$ cat src/rtl/ifb_pkg.sv
// Shared types, widths and helpers for the interrupt frame builder.
// Assumes slot kinds are numbered in push order so a frame is a contiguous range.
package ifb_pkg;
    parameter int unsigned REG_W  = 32;
    parameter int unsigned SEL_W  = 16;
    parameter int unsigned HALF_W = REG_W / 2;
    parameter int unsigned PL_W   = 2;

    localparam int unsigned FL_TF = 8;
    localparam int unsigned FL_IF = 9;
    localparam int unsigned FL_NT = 14;
    localparam int unsigned FL_RF = 16;
    localparam int unsigned FL_VM = 17;

    typedef enum logic [1:0] {
        CLS_SAME = 2'd0,
        CLS_RAISE = 2'd1,
        CLS_V86X = 2'd2,
        CLS_RSVD = 2'd3
    } disp_cls_e;

    typedef enum logic [3:0] {
        SL_GS  = 4'd0,
        SL_FS  = 4'd1,
        SL_DS  = 4'd2,
        SL_ES  = 4'd3,
        SL_SS  = 4'd4,
        SL_SP  = 4'd5,
        SL_FL  = 4'd6,
        SL_CS  = 4'd7,
        SL_IP  = 4'd8,
        SL_ERR = 4'd9
    } slot_e;

    typedef struct packed {
        disp_cls_e        cls;
        logic             gate32;
        logic             has_err;
        logic             int_gate;
        logic [PL_W-1:0]  tgt_dpl;
        logic [PL_W-1:0]  cur_cpl;
        logic [SEL_W-1:0] old_ss;
        logic [REG_W-1:0] old_esp;
        logic [REG_W-1:0] old_eflags;
        logic [SEL_W-1:0] old_cs;
        logic [REG_W-1:0] old_eip;
        logic [SEL_W-1:0] old_ds;
        logic [SEL_W-1:0] old_es;
        logic [SEL_W-1:0] old_fs;
        logic [SEL_W-1:0] old_gs;
        logic [SEL_W-1:0] new_ss;
        logic [REG_W-1:0] new_esp;
        logic [SEL_W-1:0] gate_cs;
        logic [REG_W-1:0] gate_eip;
        logic [REG_W-1:0] err;
    } ifb_ctx_t;

    typedef struct packed {
        logic [SEL_W-1:0] ss;
        logic [REG_W-1:0] esp;
        logic [REG_W-1:0] eflags;
        logic [SEL_W-1:0] cs;
        logic [REG_W-1:0] eip;
        logic [SEL_W-1:0] ds;
        logic [SEL_W-1:0] es;
        logic [SEL_W-1:0] fs;
        logic [SEL_W-1:0] gs;
        logic [PL_W-1:0]  cpl;
    } ifb_arch_t;

    // True when the class switches to a new stack before pushing.
    function automatic logic is_priv_change(disp_cls_e c);
        return (c == CLS_RAISE) || (c == CLS_V86X);
    endfunction

    // First slot of the push range for a class.
    function automatic slot_e first_slot(disp_cls_e c);
        case (c)
            CLS_V86X:  return SL_GS;
            CLS_RAISE: return SL_SS;
            default:   return SL_FL;
        endcase
    endfunction

    // Last slot of the push range.
    function automatic slot_e final_slot(logic err_present);
        return err_present ? SL_ERR : SL_IP;
    endfunction
endpackage

$ cat src/rtl/ifb_room_check.sv
// Computes the frame size for a class, gate width and error flag,
// and flags a shortfall against the free room. Pure combinational.
module ifb_room_check
    import ifb_pkg::*;
#(
    parameter int unsigned ROOM_W = 16
) (
    input  disp_cls_e         cls,
    input  logic              gate32,
    input  logic              has_err,
    input  logic [ROOM_W-1:0] room,
    output logic              short_room
);
    localparam int unsigned CNT_W = 5;

    logic [CNT_W-1:0]  n_slots;
    logic [ROOM_W-1:0] need_bytes;

    // Slot count is the inclusive span of the push range.
    always_comb begin
        n_slots = CNT_W'(final_slot(has_err)) - CNT_W'(first_slot(cls)) + CNT_W'(1);
    end

    // Bytes needed and the comparison against room.
    always_comb begin
        need_bytes = gate32 ? (ROOM_W'(n_slots) << 2) : (ROOM_W'(n_slots) << 1);
        short_room = room < need_bytes;
    end
endmodule

$ cat src/rtl/ifb_slot_mux.sv
// Selects the value written for one slot of the frame and fits it to the
// gate width. Assumes the context was latched at start and stays stable.
module ifb_slot_mux
    import ifb_pkg::*;
(
    input  ifb_ctx_t          ctx,
    input  slot_e             slot,
    output logic [REG_W-1:0]  data
);
    logic [REG_W-1:0] raw;

    // Pick the source register for the slot.
    always_comb begin
        case (slot)
            SL_GS:   raw = REG_W'(ctx.old_gs);
            SL_FS:   raw = REG_W'(ctx.old_fs);
            SL_DS:   raw = REG_W'(ctx.old_ds);
            SL_ES:   raw = REG_W'(ctx.old_es);
            SL_SS:   raw = REG_W'(ctx.old_ss);
            SL_SP:   raw = ctx.old_esp;
            SL_FL:   raw = ctx.old_eflags;
            SL_CS:   raw = REG_W'(ctx.old_cs);
            SL_IP:   raw = ctx.old_eip;
            default: raw = ctx.err;
        endcase
    end

    // Narrow gates write only the low half.
    always_comb begin
        data = ctx.gate32 ? raw : {{(REG_W-HALF_W){1'b0}}, raw[HALF_W-1:0]};
    end
endmodule

$ cat src/rtl/ifb_commit_calc.sv
// Derives the register state the handler starts with from the latched
// context and the stack pointer left after the last push.
module ifb_commit_calc
    import ifb_pkg::*;
(
    input  ifb_ctx_t          ctx,
    input  logic [REG_W-1:0]  final_sp,
    output ifb_arch_t         nxt
);
    logic             priv;
    logic             v86x;
    logic [PL_W-1:0]  new_cpl;
    logic [REG_W-1:0] fl;

    // Classify the entry.
    always_comb begin
        priv    = is_priv_change(ctx.cls);
        v86x    = (ctx.cls == CLS_V86X);
        new_cpl = priv ? ctx.tgt_dpl : ctx.cur_cpl;
    end

    // Clear the trace, nesting, resume and v86 flags; IF for interrupt gates.
    always_comb begin
        fl        = ctx.old_eflags;
        fl[FL_TF] = 1'b0;
        fl[FL_NT] = 1'b0;
        fl[FL_RF] = 1'b0;
        fl[FL_VM] = 1'b0;
        if (ctx.int_gate) fl[FL_IF] = 1'b0;
    end

    // Assemble the committed state.
    always_comb begin
        nxt.ss     = priv ? ctx.new_ss : ctx.old_ss;
        nxt.esp    = final_sp;
        nxt.eflags = fl;
        nxt.cs     = (ctx.gate_cs & ~SEL_W'((1 << PL_W) - 1)) | SEL_W'(new_cpl);
        nxt.eip    = ctx.gate32 ? ctx.gate_eip
                                : {{(REG_W-HALF_W){1'b0}}, ctx.gate_eip[HALF_W-1:0]};
        nxt.ds     = v86x ? '0 : ctx.old_ds;
        nxt.es     = v86x ? '0 : ctx.old_es;
        nxt.fs     = v86x ? '0 : ctx.old_fs;
        nxt.gs     = v86x ? '0 : ctx.old_gs;
        nxt.cpl    = new_cpl;
    end
endmodule

$ cat src/rtl/ifb_frame_builder.sv
// Interrupt stack frame builder. Latches a request on start, checks stack
// room, issues one write per cycle for each slot, then commits new state.
// Assumes descriptors were already validated and new_esp is meaningful for
// privilege-changing classes. Nothing is committed on a fault.
module ifb_frame_builder
    import ifb_pkg::*;
#(
    parameter int unsigned ROOM_W = 16
) (
    input  logic              clk,
    input  logic              rst_n,
    input  logic              start,
    input  logic [1:0]        dcls,
    input  logic              gate32,
    input  logic              has_err,
    input  logic              int_gate,
    input  logic [PL_W-1:0]   tgt_dpl,
    input  logic [PL_W-1:0]   cur_cpl,
    input  logic [ROOM_W-1:0] room,
    input  logic [SEL_W-1:0]  old_ss,
    input  logic [REG_W-1:0]  old_esp,
    input  logic [REG_W-1:0]  old_eflags,
    input  logic [SEL_W-1:0]  old_cs,
    input  logic [REG_W-1:0]  old_eip,
    input  logic [SEL_W-1:0]  old_ds,
    input  logic [SEL_W-1:0]  old_es,
    input  logic [SEL_W-1:0]  old_fs,
    input  logic [SEL_W-1:0]  old_gs,
    input  logic [SEL_W-1:0]  new_ss,
    input  logic [REG_W-1:0]  new_esp,
    input  logic [SEL_W-1:0]  gate_cs,
    input  logic [REG_W-1:0]  gate_eip,
    input  logic [REG_W-1:0]  err_code,
    output logic              wr_en,
    output logic              wr_dword,
    output logic [REG_W-1:0]  wr_addr,
    output logic [REG_W-1:0]  wr_data,
    output logic              done,
    output logic              fault,
    output logic [SEL_W-1:0]  fault_sel,
    output logic [SEL_W-1:0]  out_ss,
    output logic [REG_W-1:0]  out_esp,
    output logic [REG_W-1:0]  out_eflags,
    output logic [SEL_W-1:0]  out_cs,
    output logic [REG_W-1:0]  out_eip,
    output logic [SEL_W-1:0]  out_ds,
    output logic [SEL_W-1:0]  out_es,
    output logic [SEL_W-1:0]  out_fs,
    output logic [SEL_W-1:0]  out_gs,
    output logic [PL_W-1:0]   out_cpl
);
    typedef enum logic [1:0] {ST_IDLE, ST_CHECK, ST_PUSH} fsm_e;

    fsm_e             state_q;
    ifb_ctx_t         ctx_d, ctx_q;
    logic [ROOM_W-1:0] room_q;
    slot_e            slot_q;
    logic [REG_W-1:0] sp_q;
    logic [REG_W-1:0] sp_next;
    logic [REG_W-1:0] step;
    logic             short_room;
    logic [REG_W-1:0] slot_data;
    ifb_arch_t        arch_q, arch_nxt;
    logic             done_q, fault_q;
    logic [SEL_W-1:0] fsel_q;

    // Gather the request inputs into one context record.
    always_comb begin
        ctx_d.cls        = disp_cls_e'(dcls);
        ctx_d.gate32     = gate32;
        ctx_d.has_err    = has_err;
        ctx_d.int_gate   = int_gate;
        ctx_d.tgt_dpl    = tgt_dpl;
        ctx_d.cur_cpl    = cur_cpl;
        ctx_d.old_ss     = old_ss;
        ctx_d.old_esp    = old_esp;
        ctx_d.old_eflags = old_eflags;
        ctx_d.old_cs     = old_cs;
        ctx_d.old_eip    = old_eip;
        ctx_d.old_ds     = old_ds;
        ctx_d.old_es     = old_es;
        ctx_d.old_fs     = old_fs;
        ctx_d.old_gs     = old_gs;
        ctx_d.new_ss     = new_ss;
        ctx_d.new_esp    = new_esp;
        ctx_d.gate_cs    = gate_cs;
        ctx_d.gate_eip   = gate_eip;
        ctx_d.err        = err_code;
    end

    ifb_room_check #(.ROOM_W(ROOM_W)) u_room (
        .cls        (ctx_q.cls),
        .gate32     (ctx_q.gate32),
        .has_err    (ctx_q.has_err),
        .room       (room_q),
        .short_room (short_room)
    );

    ifb_slot_mux u_mux (
        .ctx  (ctx_q),
        .slot (slot_q),
        .data (slot_data)
    );

    ifb_commit_calc u_commit (
        .ctx      (ctx_q),
        .final_sp (sp_next),
        .nxt      (arch_nxt)
    );

    // Pre-decremented pointer for the write in flight.
    always_comb begin
        step    = ctx_q.gate32 ? REG_W'(4) : REG_W'(2);
        sp_next = sp_q - step;
    end

    // Sequencer: latch, room check, push loop and commit.
    always_ff @(posedge clk) begin
        if (!rst_n) begin
            state_q <= ST_IDLE;
            ctx_q   <= '0;
            room_q  <= '0;
            slot_q  <= SL_GS;
            sp_q    <= '0;
            arch_q  <= '0;
            done_q  <= 1'b0;
            fault_q <= 1'b0;
            fsel_q  <= '0;
        end else begin
            done_q  <= 1'b0;
            fault_q <= 1'b0;
            case (state_q)
                ST_IDLE: begin
                    if (start) begin
                        ctx_q   <= ctx_d;
                        room_q  <= room;
                        state_q <= ST_CHECK;
                    end
                end
                ST_CHECK: begin
                    if (short_room) begin
                        fault_q <= 1'b1;
                        fsel_q  <= is_priv_change(ctx_q.cls) ? ctx_q.new_ss : '0;
                        state_q <= ST_IDLE;
                    end else begin
                        slot_q  <= first_slot(ctx_q.cls);
                        sp_q    <= is_priv_change(ctx_q.cls) ? ctx_q.new_esp : ctx_q.old_esp;
                        state_q <= ST_PUSH;
                    end
                end
                ST_PUSH: begin
                    sp_q   <= sp_next;
                    slot_q <= slot_e'(slot_q + 4'd1);
                    if (slot_q == final_slot(ctx_q.has_err)) begin
                        arch_q  <= arch_nxt;
                        done_q  <= 1'b1;
                        state_q <= ST_IDLE;
                    end
                end
                default: state_q <= ST_IDLE;
            endcase
        end
    end

    // Drive the write port and committed outputs.
    always_comb begin
        wr_en      = (state_q == ST_PUSH);
        wr_dword   = ctx_q.gate32;
        wr_addr    = sp_next;
        wr_data    = slot_data;
        done       = done_q;
        fault      = fault_q;
        fault_sel  = fsel_q;
        out_ss     = arch_q.ss;
        out_esp    = arch_q.esp;
        out_eflags = arch_q.eflags;
        out_cs     = arch_q.cs;
        out_eip    = arch_q.eip;
        out_ds     = arch_q.ds;
        out_es     = arch_q.es;
        out_fs     = arch_q.fs;
        out_gs     = arch_q.gs;
        out_cpl    = arch_q.cpl;
    end
endmodule

$ cat config.mk
export PLATFORM = sky130hd
export DESIGN_NAME = ifb_frame_builder
export DESIGN_NICKNAME = d
export VERILOG_FILES = /design/src/rtl/ifb_pkg.sv /design/src/rtl/ifb_room_check.sv /design/src/rtl/ifb_slot_mux.sv /design/src/rtl/ifb_commit_calc.sv /design/src/rtl/ifb_frame_builder.sv
export SDC_FILE = /design/constraint.sdc
export NUM_CORES = 1
export LEC_CHECK = 0
export ABC_AREA = 1
export BUFFER_PORTS_ARGS = -buffer_cell sky130_fd_sc_hd__buf_2
export CAP_MARGIN = 20
export CORE_MARGIN = 8
export CORE_UTILIZATION = 30
export CTS_CLUSTER_SIZE = 20
export DETAILED_ROUTE_END_ITERATION = 6
export HOLD_SLACK_MARGIN = 0.08
export PLACE_DENSITY = 0.58
export SYNTH_ARGS = -nofsm -noshare
export SYNTH_HDL_FRONTEND = slang
export SYNTH_SLANG_ARGS = --single-unit
$ cat constraint.sdc
create_clock -name clk -period 3.1 [get_ports clk]
set_clock_uncertainty 0.1 [all_clocks]
set_input_delay 0.155 -clock clk [delete_from_list [all_inputs] [get_ports clk]]
set_output_delay 0.155 -clock clk [all_outputs]
set_load 0.1 [all_outputs]
; Word-level counts from Yosys, hierarchy flattened
; Index checks and enable logic that the tools add are counted.
[word_totals]
register_bits = 591
out_inout_bits = 278
word_cells = 96
[classes]
add_sub_neg = 4
magnitude_cmp = 1
eq_ne = 16
muxes = 26
bitwise_logic = 1
n_reduce_logical = 11
[ops]
columns = op, n
row1 = $pmux 32 s9, 1
row2 = $mux 32, 4
row3 = $mux 16, 6
row4 = $pmux 32 s2, 1
row5 = $sub 32x3->32, 1
row6 = $eq 4x3->1 const B, 4
row7 = $lt 16x16->1, 1
row8 = $or 16x2->16, 1
row9 = $reduce_and 2->1, 7
row10 = $eq 4x2->1 const B, 2
row11 = $mux 2, 4
row12 = $pmux 4 s2, 1
row13 = $mux 7, 1
row14 = $pmux 2 s3, 1
row15 = $pmux 3 s2, 1
row16 = $add 5x1->5 const B, 1
row17 = $sub 4x3->5, 1
row18 = $add 4x1->4 const B, 1
row19 = $eq 2x1->1 const B, 2
row20 = $eq 2x2->1 const B, 2
row21 = $eq 4x1->1 const B, 1
row22 = $eq 4x4->1, 1
row23 = $eq 4x4->1 const B, 1
row24 = $logic_not 4->1, 1
row25 = other kinds (8), 12

; Longest topological paths before layout
; Gate-level depths: netlist of the first run.
[logic_depth]
depth_word = 8
mapped_depth = 17

; Cells and area by module
; A second synthesis of the first run with hierarchy kept.
[hier_totals]
cells_unflattened = 3733
area_unflattened_um2 = 26366.5
[modules_own_cells]
columns = mod, instances, cells_each, area_each_um2
row1 = ifb_frame_builder, 1, 2914, 22370.2
row2 = ifb_slot_mux, 1, 448, 2060.7
row3 = ifb_commit_calc, 1, 327, 1689.1
row4 = ifb_room_check, 1, 44, 246.5

; Worst setup path after synthesis of the first run
; OpenSTA, ideal clock, no wires.
[synth_timing]
path_kind = register -> output
start = register slot_q[0]
end = output port wr_data[17]
t_arrival_ns = 3.029
path_slack_ns = -0.184
stages_incl_launch_ff = 12
path_cell_list = dfxtp_1 -> inv_1 -> ha_1 -> buf_2 -> nand3_1 -> o21ai_0 -> nor3_2 -> nand2_1 -> inv_2 -> buf_6 -> nand2_1 -> a21oi_1
[synth_between]
elab_chain_cells = 3
[synth_rtl]
columns = item, line
row1 = from (decl), ifb_frame_builder.sv:57  ; slot_e slot_q;
row2 = from (signal assigned), ifb_frame_builder.sv:146  ; slot_q <= first_slot(ctx_q.cls);
row3 = from (signal assigned), ifb_frame_builder.sv:153  ; slot_q <= slot_e'(slot_q + 4'd1);
row4 = $eq 4x4->1 (tied with other cells), ifb_slot_mux.sv:14  ; case (slot)
row5 = $pmux 32 s9 *, ifb_slot_mux.sv:14
row6 = $mux 32 *, ifb_slot_mux.sv:30  ; data = ctx.gate32 ? raw : {{(REG_W-HALF_W){1'b0}}, raw[HALF_W-1:0]};
row7 = to (decl), ifb_frame_builder.sv:37  ; output logic [REG_W-1:0] wr_data,
; Mark *: on every way between the ends. The rest lies on a longest branch, timed or not.

; Final worst setup path of the first run
[layout_timing]
start = register slot_q[0]
end = output port wr_data[4]
; Same word-level chain as after synthesis.

==> flow_summary_export.csv, run 1 <==
group,metric,value,unit
sta,final.min_clock_period,3020,ps
sta,fmaxAchievable,331,MHz
power_and_ir_drop,switching_share,43.2,%
clock_tree,clkSinkCount,586,
worst_setup_path,startpoint,"slot_q[0]",
floorplanning,die_area,89500,sq um
synth,yosysTopAreaCell,"dfxtp_1",
drt,wire_per_inst,20.7,um
synth,synth_seq_cells,586,
synth,async_reset_ff_share,0,%
synth,syn_inst,3305,
sta,final.setup.tns,0,ps
hold_path,min_from,"old_fs[0]",
flow_run,maxCapViolCount,0,
power_and_ir_drop,p_int,17.6,mW
worst_setup_path,start_kind,"register",
synth,avgSynthCellArea,7.28,sq um
placement,gp_congestion,0.893,
drt,dr.pass1.iters,5,
clock_tree,insertion_delay,610,ps
sta,finalCritPeriodShare,97.4,%
worst_setup_path,path_class,"register to output port",
global_route,antenna_found_initial,26,
power_and_ir_drop,total_power,30.9,mW
synth,seq_area_frac_synth,48.7,%
synth,ys.flop_type,"dfxtp_1",
drt,viasPerCell,4.91,
floorplanning,ios,626,
final_layout,final_util,44.0,%
clock_tree,cts.reportedPaths.clkPinSlew,60,ps
final_layout,final_area,35200,sq um
synth,synth_common_cells,"693 x nor2_1, 586 x dfxtp_1, 579 x nand2_1",
synth,yosys_warnings,0,
power_and_ir_drop,power_frac_seq,29.9,%
power_and_ir_drop,cellPowerDensity,878,nW/um^2
sta,slew_viol_final,0,
floorplanning,core_area,80000,sq um
clock_tree,root_buffer,"clkbuf_16",
clock_tree,clock_path_buffers,3,
worst_setup_path,r2r_start,"wr_dword",
clock_tree,cts_max_level,3,
drt,drc,0,
power_and_ir_drop,ir_drop,0.714,mV
global_route,grt_pass1_vias,25200,
global_route,grt_usage,23.2,%
placement,placed_cell_area,28800,sq um
synth,synth_xor_xnor_area_share,0.629,%
sta,hold_violations,0,
synth,synth_edf_count,0,
synth,synthTopCellsByArea,"dfxtp_1 49%, nor2_1 11%, o21ai_0 9.3%",
final_layout,finish.net_count,4530,
sta,setup_ws,79.7,ps
drt,routed_wl,110,mm
hold_path,hold_path_class,"input pin to register",
synth,netlist_area,24100,sq um
clock_tree,cts_made_buffers,70,
placement,dp_worst_setup_slack,240,ps
synth,netlist.area_leader.share,48.7,%
placement,dp_hpwl,76.5,mm
global_route,grt_pass1_wl,161,mm
floorplanning,rows,104,
sta,tightest_slew,1130,ps
synth,synth_top_family_by_area,"simple AND/OR/NAND/NOR gates",
synth,synth_simple_gate_area_share,26.5,%
floorplanning,start_util,30.1,%
drt,drtIter0Drc,2033,
final_layout,layout-area-overhead-vs-synth,46.4,%
placement,io_buffers,618,
synth,netlist-cell-type-count,43,
sta,slew_headroom,24.8,%
power_and_ir_drop,power_frac_clock,27.0,%
sta,grt_setup_unrepaired,"true",
synth,synth_mux_area_share,0.0416,%
synth,yosysMostFrequentCell,"nor2_1",
final_layout,drive_gt1_share,20.6,%
global_route,grt_max_degree,209,
drt,vias,26000,
drt,antenna_left,0,
power_and_ir_drop,combPwrFrac,43.2,%
outcome,status,"finished clean",
synth,synthAdderAreaFrac,0.946,%
global_route,grt-ovfl-total,0,
sta,setup_violations,0,
floorplanning,die_w,299,um
clock_tree,cts_tree,"yes",
floorplanning,die_y,299,um
worst_setup_path,end_kind,"output port",
synth,synth_compound_area_share,15.7,%
worst_setup_path,cp.required,2840,ps
worst_setup_path,arrival,2770,ps
worst_setup_path,critPathMaxFanout,9,
power_and_ir_drop,p_leak,15.5,nW
power_and_ir_drop,p_sw,13.4,mW
## stage by stage
step,cells,hold slack [ps]
2_1_floorplan,3308,222
3_3_place_gp,4764,303
3_5_place_dp,4764,309
4_1_cts,5270,194
5_1_grt,5294,243
6_report,5300,235
## state kept, by name (all words and copies together) (netlist names)
name        cells
out_gs         16
slot_q          4
wr_dword        1
sp_q           32
fault           1
out_ss         16
out_fs         16
out_eflags     28
state_q         2
ctx_q         326
room_q         15
out_ds         16
done            1
fault_sel      16
out_cs         16
out_esp        32
out_eip        32
out_es         16
## critical path: stages, from the launching register on
cell       delay (ps)
dfxtp_4           370
inv_2              90
ha_1              180
inv_2              70
nor2_2            510
buf_4             280
nand2_1            70
o2111ai_1         110
nor2_1            110
nand3_1           170
buf_12            190
## final timing paths
path / to / slack [ps] / cells past startpoint
worst max-delay path: wr_data[4] / 80 / 10
worst min-delay path: ctx_q[144] / 240 / 4
worst max register to register: fault_sel[14] / 300 / 12
worst min register to register: ctx_q[322] / 350 / 2
## cells by family (layout without fill, tap and decap cells)
group                    after synthesis  after routing
flip-flops                           586            586
multiplexers                           1              1
AND/OR/NAND/NOR                     1572           1572
AO/OA/AOI/OAI                        718            718
XOR/XNOR                              13             13
other                                  1             26
buffers and inverters                397           1307
adder cells (fa/ha/maj)               17             17
## area by class of cell
class                           instances  area [sq um]
Antenna cell                           22          55.1
Clock buffer                          100          2010
Clock inverter                         25           312
Fill cell                            8146         44800
Inverter                              123           487
Multi-Input combinational cell       2325         10800
Sequential cell                       586         11700
Tap cell                             1060          1330
Timing Repair Buffer                 1059          8550
## power groups by stage
stage	combinational, mW	sequential (mW)	clock (mW)
floorplan	8.44	9.14	0
global placement	12.5	9.36	0
detailed placement	12.6	9.38	0
CTS	13.1	9.22	8.53
global route	14.1	9.35	8.82
finish	13.4	9.24	8.34
## repair_timing
item	in CTS	in global routing
hold endpoints to repair	397	0
setup endpoints to repair	38	41
gates resized for setup	16	28
hold buffers	374	0
gates cloned	0	3
pin swaps	5	6
setup buffers	7	5
## cell usage in the layout (no fill, tap or decap), types with 44 or more instances in the layout
master	count
clkbuf_16	74
nand2_1	578
buf_4	44
buf_12	78
dfxtp_1	582
inv_1	107
o21ai_0	444
a21oi_1	176
nor2_1	689
nand3_1	248
buf_2	556
dlygate4sd3_1	374
## routing by layer
layer	part of all wire, %	vias up	GRT usage (%)
met4	3.9	6	8.50
li1	-	12500	-
met1	44	12300	30.7
met5	0.027	-	0
met3	6.1	222	4.15
met2	46	996	37.8
(Power assumes the default switching activity.)
==> run 2, diff against run 1 <==
--- a/config.mk
+++ b/config.mk
@@ -14,6 +14,7 @@
 export DETAILED_ROUTE_END_ITERATION = 6
 export HOLD_SLACK_MARGIN = 0.08
 export PLACE_DENSITY = 0.58
+export RECOVER_POWER = 25
 export SYNTH_ARGS = -nofsm -noshare
 export SYNTH_HDL_FRONTEND = slang
 export SYNTH_SLANG_ARGS = --single-unit
==> flow_summary_export.csv, run 2 (same netlist as run 1, synthesis figures left out) <==
group,metric,value,unit
outcome,status,"finished clean",
drt,drtIter0Drc,2021,
global_route,grt_usage,23.2,%
placement,placed_cells,4764,
sta,finalCritPeriodShare,97.5,%
placement,io_buffers,618,
sta,final.min_clock_period,3020,ps
power_and_ir_drop,p_leak,14.6,nW
global_route,grt_max_degree,209,
power_and_ir_drop,power_frac_seq,29.9,%
final_layout,top_register,"ctx_q",
worst_setup_path,critPathMaxFanout,9,
flow_run,maxCapViolCount,0,
worst_setup_path,critical_path.cell_chain,"inv_2, ha_1, inv_2, nor2_2, buf_4, nand2_1, o2111ai_1, nor2_1, nand3_1, buf_12",
drt,routed_wl,109,mm
floorplanning,die_area,89500,sq um
final_layout,layout_common_cells,"689 x nor2_1, 582 x dfxtp_1, 579 x nand2_1",
hold_path,min_from,"old_es[14]",
sta,slew_headroom,4.84,%
drt,wire_per_inst,20.7,um
drt,drc,0,
global_route,grt_pass1_vias,25200,
sta,slew_viol_final,0,
clock_tree,cts_tree,"yes",
hold_path,hold_path_class,"input pin to register",
final_layout,finish.net_count,4530,
sta,setup_violations,0,
worst_setup_path,cp.required,2840,ps
final_layout,n_fill_cell,8251,
worst_setup_path,path_buf_inv,4,
placement,dp_hpwl,76.5,mm
power_and_ir_drop,switching_share,43.2,%
global_route,grt_pass1_wl,161,mm
power_and_ir_drop,p_sw,13.4,mW
sta,hold_violations,0,
placement,gp_congestion,0.893,
worst_setup_path,cpMostUsedCell,"inv_2",
sta,grt_setup_unrepaired,"true",
final_layout,final_cells,5297,
global_route,grt-ovfl-total,0,
power_and_ir_drop,power_frac_clock,26.9,%
worst_setup_path,arrival,2770,ps
power_and_ir_drop,p_int,17.6,mW
final_layout,largest_register_ffs,326,
drt,dr.pass1.iters,7,
worst_setup_path,crit_slowest_cell,"nor2_2",
floorplanning,ios,626,
clock_tree,cts_made_buffers,70,
power_and_ir_drop,ir_drop,0.707,mV
clock_tree,insertion_delay,610,ps
worst_setup_path,path_class,"register to output port",
final_layout,drive_gt1_share,15.7,%
sta,tightest_slew,1430,ps
worst_setup_path,slowest_delay,510,ps
clock_tree,cts.reportedPaths.clkPinSlew,60,ps
clock_tree,root_buffer,"clkbuf_16",
global_route,antenna_found_initial,26,
power_and_ir_drop,combPwrFrac,43.2,%
final_layout,layout-area-overhead-vs-synth,45.2,%
sta,fmaxAchievable,331,MHz
floorplanning,core_area,80000,sq um
power_and_ir_drop,cellPowerDensity,885,nW/um^2
worst_setup_path,r2r_start,"wr_dword",
sta,whs,231,ps
worst_setup_path,start_kind,"register",
floorplanning,die_w,299,um
clock_tree,clkSinkCount,586,
final_layout,final_common_cell,"nor2_1",
floorplanning,start_util,30.1,%
drt,antenna_left,0,
floorplanning,die_y,299,um
drt,viasPerCell,4.89,
clock_tree,cts_max_level,3,
worst_setup_path,startpoint,"slot_q[0]",
floorplanning,rows,104,
drt,vias,25900,
worst_setup_path,end_kind,"output port",
worst_setup_path,critPathTopFamily,"simple AND/OR/NAND/NOR gates",
clock_tree,clock_path_buffers,3,
## run 2: changes by cell type in the layout (fill, tap and decap cells not counted)
| cell | delta |
|---|---|
| buf_2 | -209 |
| nand2_1 | +1 |
| diode_2 | -3 |
| nand2_4 | -1 |
| clkbuf_1 | +209 |
## run 2: timing repair
action                                  4_1_cts  5_1_grt
gates resized for setup                      16       28
pin swaps                                     5        6
gates cloned                                  0        3
endpoints found under the hold margin       397        0
hold buffers                                374        0
endpoints found under the setup margin       38       41
setup buffers                                 7        5
## run 2: path summary, 6_finish.rpt
check	cells after the start	end	slack (ps)
max	10	wr_data[4]	80
min	4	ctx_q[174]	230
max reg2reg	12	fault_sel[14]	220
min reg2reg	2	ctx_q[322]	350
## run 2: power by group through the flow
stage	combinational, mW	clock (mW)	sequential, mW
2_1_floorplan	8.44	0	9.14
3_3_place_gp	12.5	0	9.36
3_5_place_dp	12.6	0	9.38
4_1_cts	13.1	8.53	9.22
5_1_grt	14.1	8.82	9.35
6_report	13.3	8.33	9.24
## run 2: metrics by stage
stage / setup TNS (ps) / setup slack, ps / utilization (%) / power [mW] / cell area, sq um
3_3_place_gp: 0 / 280 / 36.0 / 21.9 / 28800
6_report: 0 / 78.1 / 43.7 / 30.9 / 34900
3_5_place_dp: 0 / 240 / 36.0 / 22.0 / 28800
4_1_cts: -250 / -35.6 / 43.7 / 30.9 / 35000
2_1_floorplan: -1100 / -157 / - / 17.6 / 24100
5_1_grt: -30.7 / -28.9 / 43.7 / 32.3 / 34900
## run 2: area by class of cell
type / instances / area, sq um / area share, %
sequential: 586 / 11700 / 33.6
inverter: 123 / 487 / 1.39
tap: 1060 / 1330 / 3.80
clock buffer: 100 / 2010 / 5.74
timing repair buffer: 1059 / 8280 / 23.7
antenna: 19 / 47.5 / 0.136
clock inverter: 25 / 312 / 0.892
multi-input combinational: 2325 / 10700 / 30.7
## run 2: routing by layer
metal	routed length (um)	track usage (%)	share of wire (%)
met4	4190	8.50	3.8
met5	30	0	0.027
met3	6570	4.15	6.0
met2	50600	37.8	46
met1	48000	30.7	44
## run 2: tightest hold or removal path: stages
cell and delay, ps:
dlygate4sd3_1 520, buf_2 90, o21ai_0 70, nor2_1 80
